$ cat config.mk
export PLATFORM = sky130hd
export DESIGN_NAME = mc_ctrl_fsm
export DESIGN_NICKNAME = d
export VERILOG_FILES = /design/src/rtl/mc_ctrl_pkg.sv /design/src/rtl/mc_op_class.sv /design/src/rtl/mc_next_state.sv /design/src/rtl/mc_ctl_decode.sv /design/src/rtl/mc_ctrl_fsm.sv
export SDC_FILE = /design/constraint.sdc
export NUM_CORES = 1
export LEC_CHECK = 0
export ABC_AREA = 1
export CAP_MARGIN = 20
export CORE_UTILIZATION = 31
export CTS_CLUSTER_DIAMETER = 80
export DETAILED_ROUTE_END_ITERATION = 8
export HOLD_SLACK_MARGIN = 0.05
export PLACE_DENSITY = 0.76
export SLEW_MARGIN = 20
export SYNTH_ARGS = -nofsm -noshare
export SYNTH_HDL_FRONTEND = slang
export SYNTH_SLANG_ARGS = --single-unit
$ cat constraint.sdc
create_clock -name clk -period 0.9 [get_ports clk]
set_input_delay 0.18 -clock clk [delete_from_list [all_inputs] [get_ports clk]]
set_output_delay 0.18 -clock clk [all_outputs]
set_load 0.05 [all_outputs]
$ cat src/rtl/mc_ctrl_pkg.sv
package mc_ctrl_pkg;

    localparam int ST_W = 4;

    typedef enum logic [ST_W-1:0] {
        S_FETCH  = 4'd0,
        S_DECODE = 4'd1,
        S_MADDR  = 4'd2,
        S_LDMEM  = 4'd3,
        S_LDWB   = 4'd4,
        S_STMEM  = 4'd5,
        S_EXEC   = 4'd6,
        S_RWB    = 4'd7,
        S_BRANCH = 4'd8,
        S_JUMP   = 4'd9
    } state_t;

    typedef enum logic [2:0] {
        OC_RTYPE,
        OC_LOAD,
        OC_STORE,
        OC_BRANCH,
        OC_JUMP,
        OC_OTHER
    } opclass_t;

    localparam logic [1:0] PCS_ALU  = 2'b00;
    localparam logic [1:0] PCS_AREG = 2'b01;
    localparam logic [1:0] PCS_JMP  = 2'b10;

    localparam logic [1:0] FN_ADD   = 2'b00;
    localparam logic [1:0] FN_SUB   = 2'b01;
    localparam logic [1:0] FN_FIELD = 2'b10;

    localparam logic [1:0] BS_REG   = 2'b00;
    localparam logic [1:0] BS_FOUR  = 2'b01;
    localparam logic [1:0] BS_IMM   = 2'b10;
    localparam logic [1:0] BS_IMMSH = 2'b11;

    typedef struct packed {
        logic       mem_rd;
        logic       mem_wr;
        logic       ir_ld;
        logic       addr_alu;
        logic       pc_ld;
        logic       pc_ldz;
        logic [1:0] pc_src;
        logic [1:0] alu_fn;
        logic       a_sel;
        logic [1:0] b_sel;
        logic       rf_we;
        logic       rf_dst;
        logic       rf_wb;
    } ctl_t;

endpackage

$ cat src/rtl/mc_op_class.sv
module mc_op_class
    import mc_ctrl_pkg::*;
#(
    parameter int               OP_W  = 6,
    parameter logic [OP_W-1:0]  OP_RT = 6'b000000,
    parameter logic [OP_W-1:0]  OP_LD = 6'b100011,
    parameter logic [OP_W-1:0]  OP_ST = 6'b101011,
    parameter logic [OP_W-1:0]  OP_BR = 6'b000100,
    parameter logic [OP_W-1:0]  OP_JP = 6'b000010
) (
    input  logic [OP_W-1:0] opcode,
    output opclass_t        cls
);
    localparam int NCLS = 5;
    localparam logic [OP_W-1:0] CODES [NCLS] = '{OP_RT, OP_LD, OP_ST, OP_BR, OP_JP};

    logic [NCLS-1:0] hit;

    for (genvar g = 0; g < NCLS; g++) begin : g_match
        assign hit[g] = (opcode == CODES[g]);
    end

    always_comb begin
        cls = OC_OTHER;
        if      (hit[0]) cls = OC_RTYPE;
        else if (hit[1]) cls = OC_LOAD;
        else if (hit[2]) cls = OC_STORE;
        else if (hit[3]) cls = OC_BRANCH;
        else if (hit[4]) cls = OC_JUMP;
    end
endmodule

$ cat src/rtl/mc_next_state.sv
module mc_next_state
    import mc_ctrl_pkg::*;
(
    input  state_t   cur,
    input  opclass_t cls,
    output state_t   nxt
);
    always_comb begin
        nxt = S_FETCH;
        unique case (cur)
            S_FETCH:  nxt = S_DECODE;
            S_DECODE: begin
                unique case (cls)
                    OC_RTYPE:  nxt = S_EXEC;
                    OC_LOAD,
                    OC_STORE:  nxt = S_MADDR;
                    OC_BRANCH: nxt = S_BRANCH;
                    OC_JUMP:   nxt = S_JUMP;
                    default:   nxt = S_FETCH;
                endcase
            end
            S_MADDR: begin
                if (cls == OC_LOAD)       nxt = S_LDMEM;
                else if (cls == OC_STORE) nxt = S_STMEM;
                else                      nxt = S_FETCH;
            end
            S_LDMEM:  nxt = S_LDWB;
            S_EXEC:   nxt = S_RWB;
            default:  nxt = S_FETCH;
        endcase
    end
endmodule

$ cat src/rtl/mc_ctl_decode.sv
module mc_ctl_decode
    import mc_ctrl_pkg::*;
(
    input  state_t cur,
    output ctl_t   ctl
);
    always_comb begin
        ctl = '0;
        unique case (cur)
            S_FETCH: begin
                ctl.mem_rd = 1'b1;
                ctl.ir_ld  = 1'b1;
                ctl.pc_ld  = 1'b1;
                ctl.pc_src = PCS_ALU;
                ctl.alu_fn = FN_ADD;
                ctl.b_sel  = BS_FOUR;
            end
            S_DECODE: begin
                ctl.alu_fn = FN_ADD;
                ctl.b_sel  = BS_IMMSH;
            end
            S_MADDR: begin
                ctl.a_sel  = 1'b1;
                ctl.b_sel  = BS_IMM;
                ctl.alu_fn = FN_ADD;
            end
            S_LDMEM: begin
                ctl.mem_rd   = 1'b1;
                ctl.addr_alu = 1'b1;
            end
            S_LDWB: begin
                ctl.rf_we = 1'b1;
                ctl.rf_wb = 1'b1;
            end
            S_STMEM: begin
                ctl.mem_wr   = 1'b1;
                ctl.addr_alu = 1'b1;
            end
            S_EXEC: begin
                ctl.a_sel  = 1'b1;
                ctl.b_sel  = BS_REG;
                ctl.alu_fn = FN_FIELD;
            end
            S_RWB: begin
                ctl.rf_we  = 1'b1;
                ctl.rf_dst = 1'b1;
            end
            S_BRANCH: begin
                ctl.a_sel  = 1'b1;
                ctl.b_sel  = BS_REG;
                ctl.alu_fn = FN_SUB;
                ctl.pc_ldz = 1'b1;
                ctl.pc_src = PCS_AREG;
            end
            S_JUMP: begin
                ctl.pc_ld  = 1'b1;
                ctl.pc_src = PCS_JMP;
            end
            default: ctl = '0;
        endcase
    end
endmodule

$ cat src/rtl/mc_ctrl_fsm.sv
module mc_ctrl_fsm
    import mc_ctrl_pkg::*;
#(
    parameter int OP_W = 6
) (
    input  logic            clk,
    input  logic            rst,
    input  logic [OP_W-1:0] opcode,
    output logic [3:0]      state_o,
    output logic            mem_rd_en,
    output logic            mem_wr_en,
    output logic            ir_load,
    output logic            addr_from_alu,
    output logic            pc_load,
    output logic            pc_load_on_zero,
    output logic [1:0]      pc_src_sel,
    output logic [1:0]      alu_func_sel,
    output logic            alu_a_sel,
    output logic [1:0]      alu_b_sel,
    output logic            rf_wr_en,
    output logic            rf_dst_sel,
    output logic            rf_wb_sel
);
    typedef struct packed {
        state_t state;
    } regs_t;

    regs_t    reg_d, reg_q;
    opclass_t cls;
    state_t   nxt;
    ctl_t     ctl;

    mc_op_class #(.OP_W(OP_W)) u_class (
        .opcode (opcode),
        .cls    (cls)
    );

    mc_next_state u_next (
        .cur (reg_q.state),
        .cls (cls),
        .nxt (nxt)
    );

    mc_ctl_decode u_dec (
        .cur (reg_q.state),
        .ctl (ctl)
    );

    always_comb begin
        reg_d = reg_q;
        if (rst) reg_d.state = S_FETCH;
        else     reg_d.state = nxt;
    end

    always_ff @(posedge clk) begin
        reg_q <= reg_d;
    end

    assign state_o         = reg_q.state;
    assign mem_rd_en       = ctl.mem_rd;
    assign mem_wr_en       = ctl.mem_wr;
    assign ir_load         = ctl.ir_ld;
    assign addr_from_alu   = ctl.addr_alu;
    assign pc_load         = ctl.pc_ld;
    assign pc_load_on_zero = ctl.pc_ldz;
    assign pc_src_sel      = ctl.pc_src;
    assign alu_func_sel    = ctl.alu_fn;
    assign alu_a_sel       = ctl.a_sel;
    assign alu_b_sel       = ctl.b_sel;
    assign rf_wr_en        = ctl.rf_we;
    assign rf_dst_sel      = ctl.rf_dst;
    assign rf_wb_sel       = ctl.rf_wb;
endmodule

==> impl_metrics.tcl, run 1 <==
set metrics [dict create \
    status "did not finish" \
    stop_stage "global routing" \
    stop_error "[ERROR DPL-0038] Utilization greater than 100%, impossible to legalize" \
    placed_area_um2 1174 \
    io_pins 28 \
    initial_utilization_pct 34.09 \
    fp.dieW_um 40.07 \
    ys_types 18 \
    yosysSeqAreaShare_pct 17.83 \
    worst-ep-kind "primary output" \
    clockRootBuffer "clkbuf_4" \
    ys_warn_count 0 \
    cts_buffer_depth 2 \
    fp.dieH_um 40.07 \
    cts.sinks 4 \
    crit_endpoint "pc_load" \
    htree_num_levels 1 \
    netlist_area_um2 449.2 \
    syn_inst 74 \
    postSynthNetCount 82 \
    io_buffer_count 27 \
    syn_avg_cell_area_um2 6.070 \
    pre_cts_ws_ns -0.4727 \
    hpwlAfterDp_mm 1.576 \
    cts_buffers 3 \
    synth_seq_cells 4 \
    rows 13 \
    gp_congestion 0.8772 \
    grt_max_degree 8 \
]
-- timing repair --
action	4_1_cts
hold buffers	0
buffers inserted	4
resized for setup	13
pin swaps	12
setup endpoints to repair	24
-- synthesized netlist by cell type (all sizes together) --
cell	count	share of area, %
nor2	24	27
inv	13	11
dfxtp	4	18
nand2	17	21
o22ai	1	1.4
nand4	1	2.8
buf	1	1.7
nand3	5	7.8
o21a	1	1.7
nor3	3	3.3
o21ai	2	2.2
a21oi	2	2.2
-- through the flow --
step                TNS (ns)  instances
CTS                   -9.492        135
detailed placement    -5.134        128
floorplan             -6.211         74
global placement      -4.446        128
-- logic make-up after synthesis --
| family | Yosys count | share of synthesized area (%) |
|---|---|---|
| and+or+nand+nor | 50 | 62.11 |
| AOI/OAI and AO/OA | 6 | 7.520 |
| buffers and inverters | 14 | 12.54 |
| DFF | 4 | 17.83 |
==> run 2: changes to the inputs <==
--- a/config.mk
+++ b/config.mk
@@ -7,11 +7,10 @@
 export LEC_CHECK = 0
 export ABC_AREA = 1
 export CAP_MARGIN = 20
-export CORE_UTILIZATION = 31
-export CTS_CLUSTER_DIAMETER = 80
+export CORE_AREA = 2 2 63 65
 export DETAILED_ROUTE_END_ITERATION = 8
-export HOLD_SLACK_MARGIN = 0.05
-export PLACE_DENSITY = 0.76
+export DIE_AREA = 0 0 65 67
+export PLACE_DENSITY_LB_ADDON = 0.15
 export SLEW_MARGIN = 20
 export SYNTH_ARGS = -nofsm -noshare
 export SYNTH_HDL_FRONTEND = slang
==> constraint.sdc (replaced) <==
create_clock -name clk -period 1.2 [get_ports clk]
set_input_delay 0.24 -clock clk [delete_from_list [all_inputs] [get_ports clk]]
set_output_delay 0.24 -clock clk [all_outputs]
set_load 0.05 [all_outputs]
==> impl_metrics.tcl, run 2 <==
set metrics [dict create \
    gr-usage-all-layers_pct 8.357 \
    tns_ns -2.490 \
    synth_seq_cells 4 \
    fp.dieW_um 65 \
    path_max_fanout 4 \
    p_sw_mw 0.2241 \
    dieArea_um2 4355 \
    crit_chain "inv_4 -> nand2_4 -> nor2_2 -> inv_2 -> o21ai_2 -> buf_12" \
    syn_avg_cell_area_um2 6.070 \
    hold_viol 0 \
    layout_common_cells "buf_12, buf_4, nor2_4, nand2_1, nor2_2" \
    endpoint_kind "output port" \
    slowest_delay_ns 0.35 \
    cp_slowest_cell "dfxtp_4" \
    via_count 626 \
    vdd_ir_drop_max_mv 0.2029 \
    worst-slew-pin-transition_ns 0.2402 \
    vias_per_cell 3.682 \
    setup_ws_ns -0.2201 \
    finClkSkew_ns 0.002951 \
    setup_viol 20 \
    clk_latency_ns 0.21 \
    cts.hold.buffers_added 0 \
    yosys-top-cells-area "dfxtp_1, nor2_1, nand2_1, nand2_4, inv_1" \
    final_max_slew_viol_count 0 \
    period_needed_ns 1.420 \
    fp.dieH_um 67 \
    p_leak_nw 0.5755 \
    clockRootBuffer "clkbuf_8" \
    core-area_um2 3606 \
    grt_pass1_vias 641 \
    switching_share_pct 31.75 \
    drt_iter0_markers 11 \
    route.final.wire_length_mm 1.601 \
    status "complete, but fails checks" \
    seq_power_share_pct 19.5 \
    crit_path_start_kind "register" \
    fill_cells 364 \
    worstPathRequired_ns 0.96 \
    placed_area_um2 1237 \
    powerDensity_nw_per_um2 521.5 \
    pwr-share-comb_pct 41.5 \
    cts.sinks 4 \
    crit_family "flip-flops" \
    synth-edff-count 0 \
    initial_utilization_pct 12.46 \
    layout.cells.non_filler 170 \
    violations "negative setup slack" \
    gp_congestion 0.7776 \
    grt_antenna_before_repair 0 \
    clkTransAtPathRegs_ns 0.03 \
    postRouteAntennaNets 0 \
    timing.fmax_mhz 704.2 \
    fin_area_um2 1354 \
    io_pins 28 \
    synth_top_area_share_pct 17.83 \
    ys_warn_count 0 \
    synth_top_area_cell "dfxtp_1" \
    final_layout_size_suffix_gt1_share_pct 72.13 \
    io_buffer_count 27 \
    worstPathArrival_ns 1.18 \
    tritoncts "done" \
    cap_violations 0 \
    grt_pass1_wl_mm 2.808 \
    wire_per_inst_um 9.418 \
    syn_inst 74 \
    p_int_mw 0.4818 \
    cts_buffer_depth 2 \
    cts_buffers 3 \
    p_clk_share_pct 38.9 \
    final_nets 132 \
    ys_async_sr_fraction_pct 0 \
    syn2layout_area_growth_pct 201.4 \
    register_area_um2 95.09 \
    power_mw 0.7060 \
    hpwlAfterDp_mm 1.391 \
    crit_buf_inv 3 \
    synth.most_common_cell "nor2_1" \
    overflow 0 \
    relSlewSlack_pct 83.93 \
    largest_reg_flops 4 \
    ys.flop_type "dfxtp_1" \
    rsz0062_at_grt "true" \
    postSynthNetCount 82 \
    num_antenna_cells 0 \
    finalCritPeriodShare_pct 118.3 \
    grt_max_degree 8 \
    dr.pass1.iters 4 \
    ys_types 18 \
    drc_errors 0 \
    rows 22 \
    hold_slack_ns 0.6505 \
    final_common_cell "buf_12" \
    htree_num_levels 1 \
    synth_commonest_cells "nor2_1, nand2_1, inv_1" \
    place_inst 164 \
    yosysSeqAreaShare_pct 17.83 \
    hold_path_class "in2reg" \
    critPathKind "reg2out" \
    netlist_area_um2 449.2 \
    multi_input_area_um2 464.2 \
]
-- run 2: worst register-to-register path: cells and delay by family (launching register included) --
kind                   cells  cell delay, ns
and+or+nand+nor            6            0.53
buffers and inverters      3            0.32
DFF                        1            0.35
-- run 2: final cells by class --
class / count / share of cell area, %
clock buffers: 3 / 3.050
inverters: 13 / 4.159
multi-input cells: 56 / 34.29
flip-flops and latches: 4 / 7.024
well taps: 48 / 4.436
repair buffers: 46 / 47.04
-- run 2: worst paths after layout --
kind | startpoint | end | slack [ns] | cells past startpoint
worst min-delay path | rst | state_o[2]$_SDFF_PP0_ | 0.65 | 4
worst max register to register | state_o[3]$_SDFF_PP0_ | state_o[1]$_SDFF_PP0_ | -0.07 | 9
worst min register to register | state_o[0]$_SDFF_PP0_ | state_o[3]$_SDFF_PP0_ | 0.76 | 3
worst max-delay path | state_o[3]$_SDFF_PP0_ | addr_from_alu | -0.22 | 6
-- run 2: power groups by stage --
stage | clock, mW | sequential (mW) | combinational [mW]
after CTS | 0.285 | 0.138 | 0.292
final | 0.275 | 0.138 | 0.293
after global placement | 0 | 0.140 | 0.291
after floorplan | 0 | 0.151 | 0.135
after detailed placement | 0 | 0.140 | 0.291
after global routing | 0.296 | 0.139 | 0.310
-- run 2: logic make-up after synthesis --
group                  Yosys count  synth area share (%)
DFF                              4                 17.83
AOI/OAI and AO/OA                6                 7.520
buffers and inverters           14                 12.54
and+or+nand+nor                 50                 62.11
-- run 2: per-layer routing --
layer	part of all wire [%]	vias to the layer above	global-route usage (%)
met1	38	273	8.835
met3	7.4	2	1.689
met4	0.75	0	5.319
li1	-	329	-
met5	0	-	0
met2	54	22	15.08
-- run 2: what timing repair did --
item	4_1_cts	5_1_grt
gates resized for setup	10	4
endpoints found under the setup margin	17	20
pin swaps	12	4
buffers inserted	3	0
-- run 2: per-stage QoR --
step | utilization [%] | worst slack, ns
CTS | 37.06 | -0.2307
global placement | 34.32 | -0.2064
finish | 37.54 | -0.2201
global route | 37.54 | -0.2802
floorplan | - | -0.2696
detailed placement | 34.32 | -0.2363
Power figures use the tool's default switching activity.
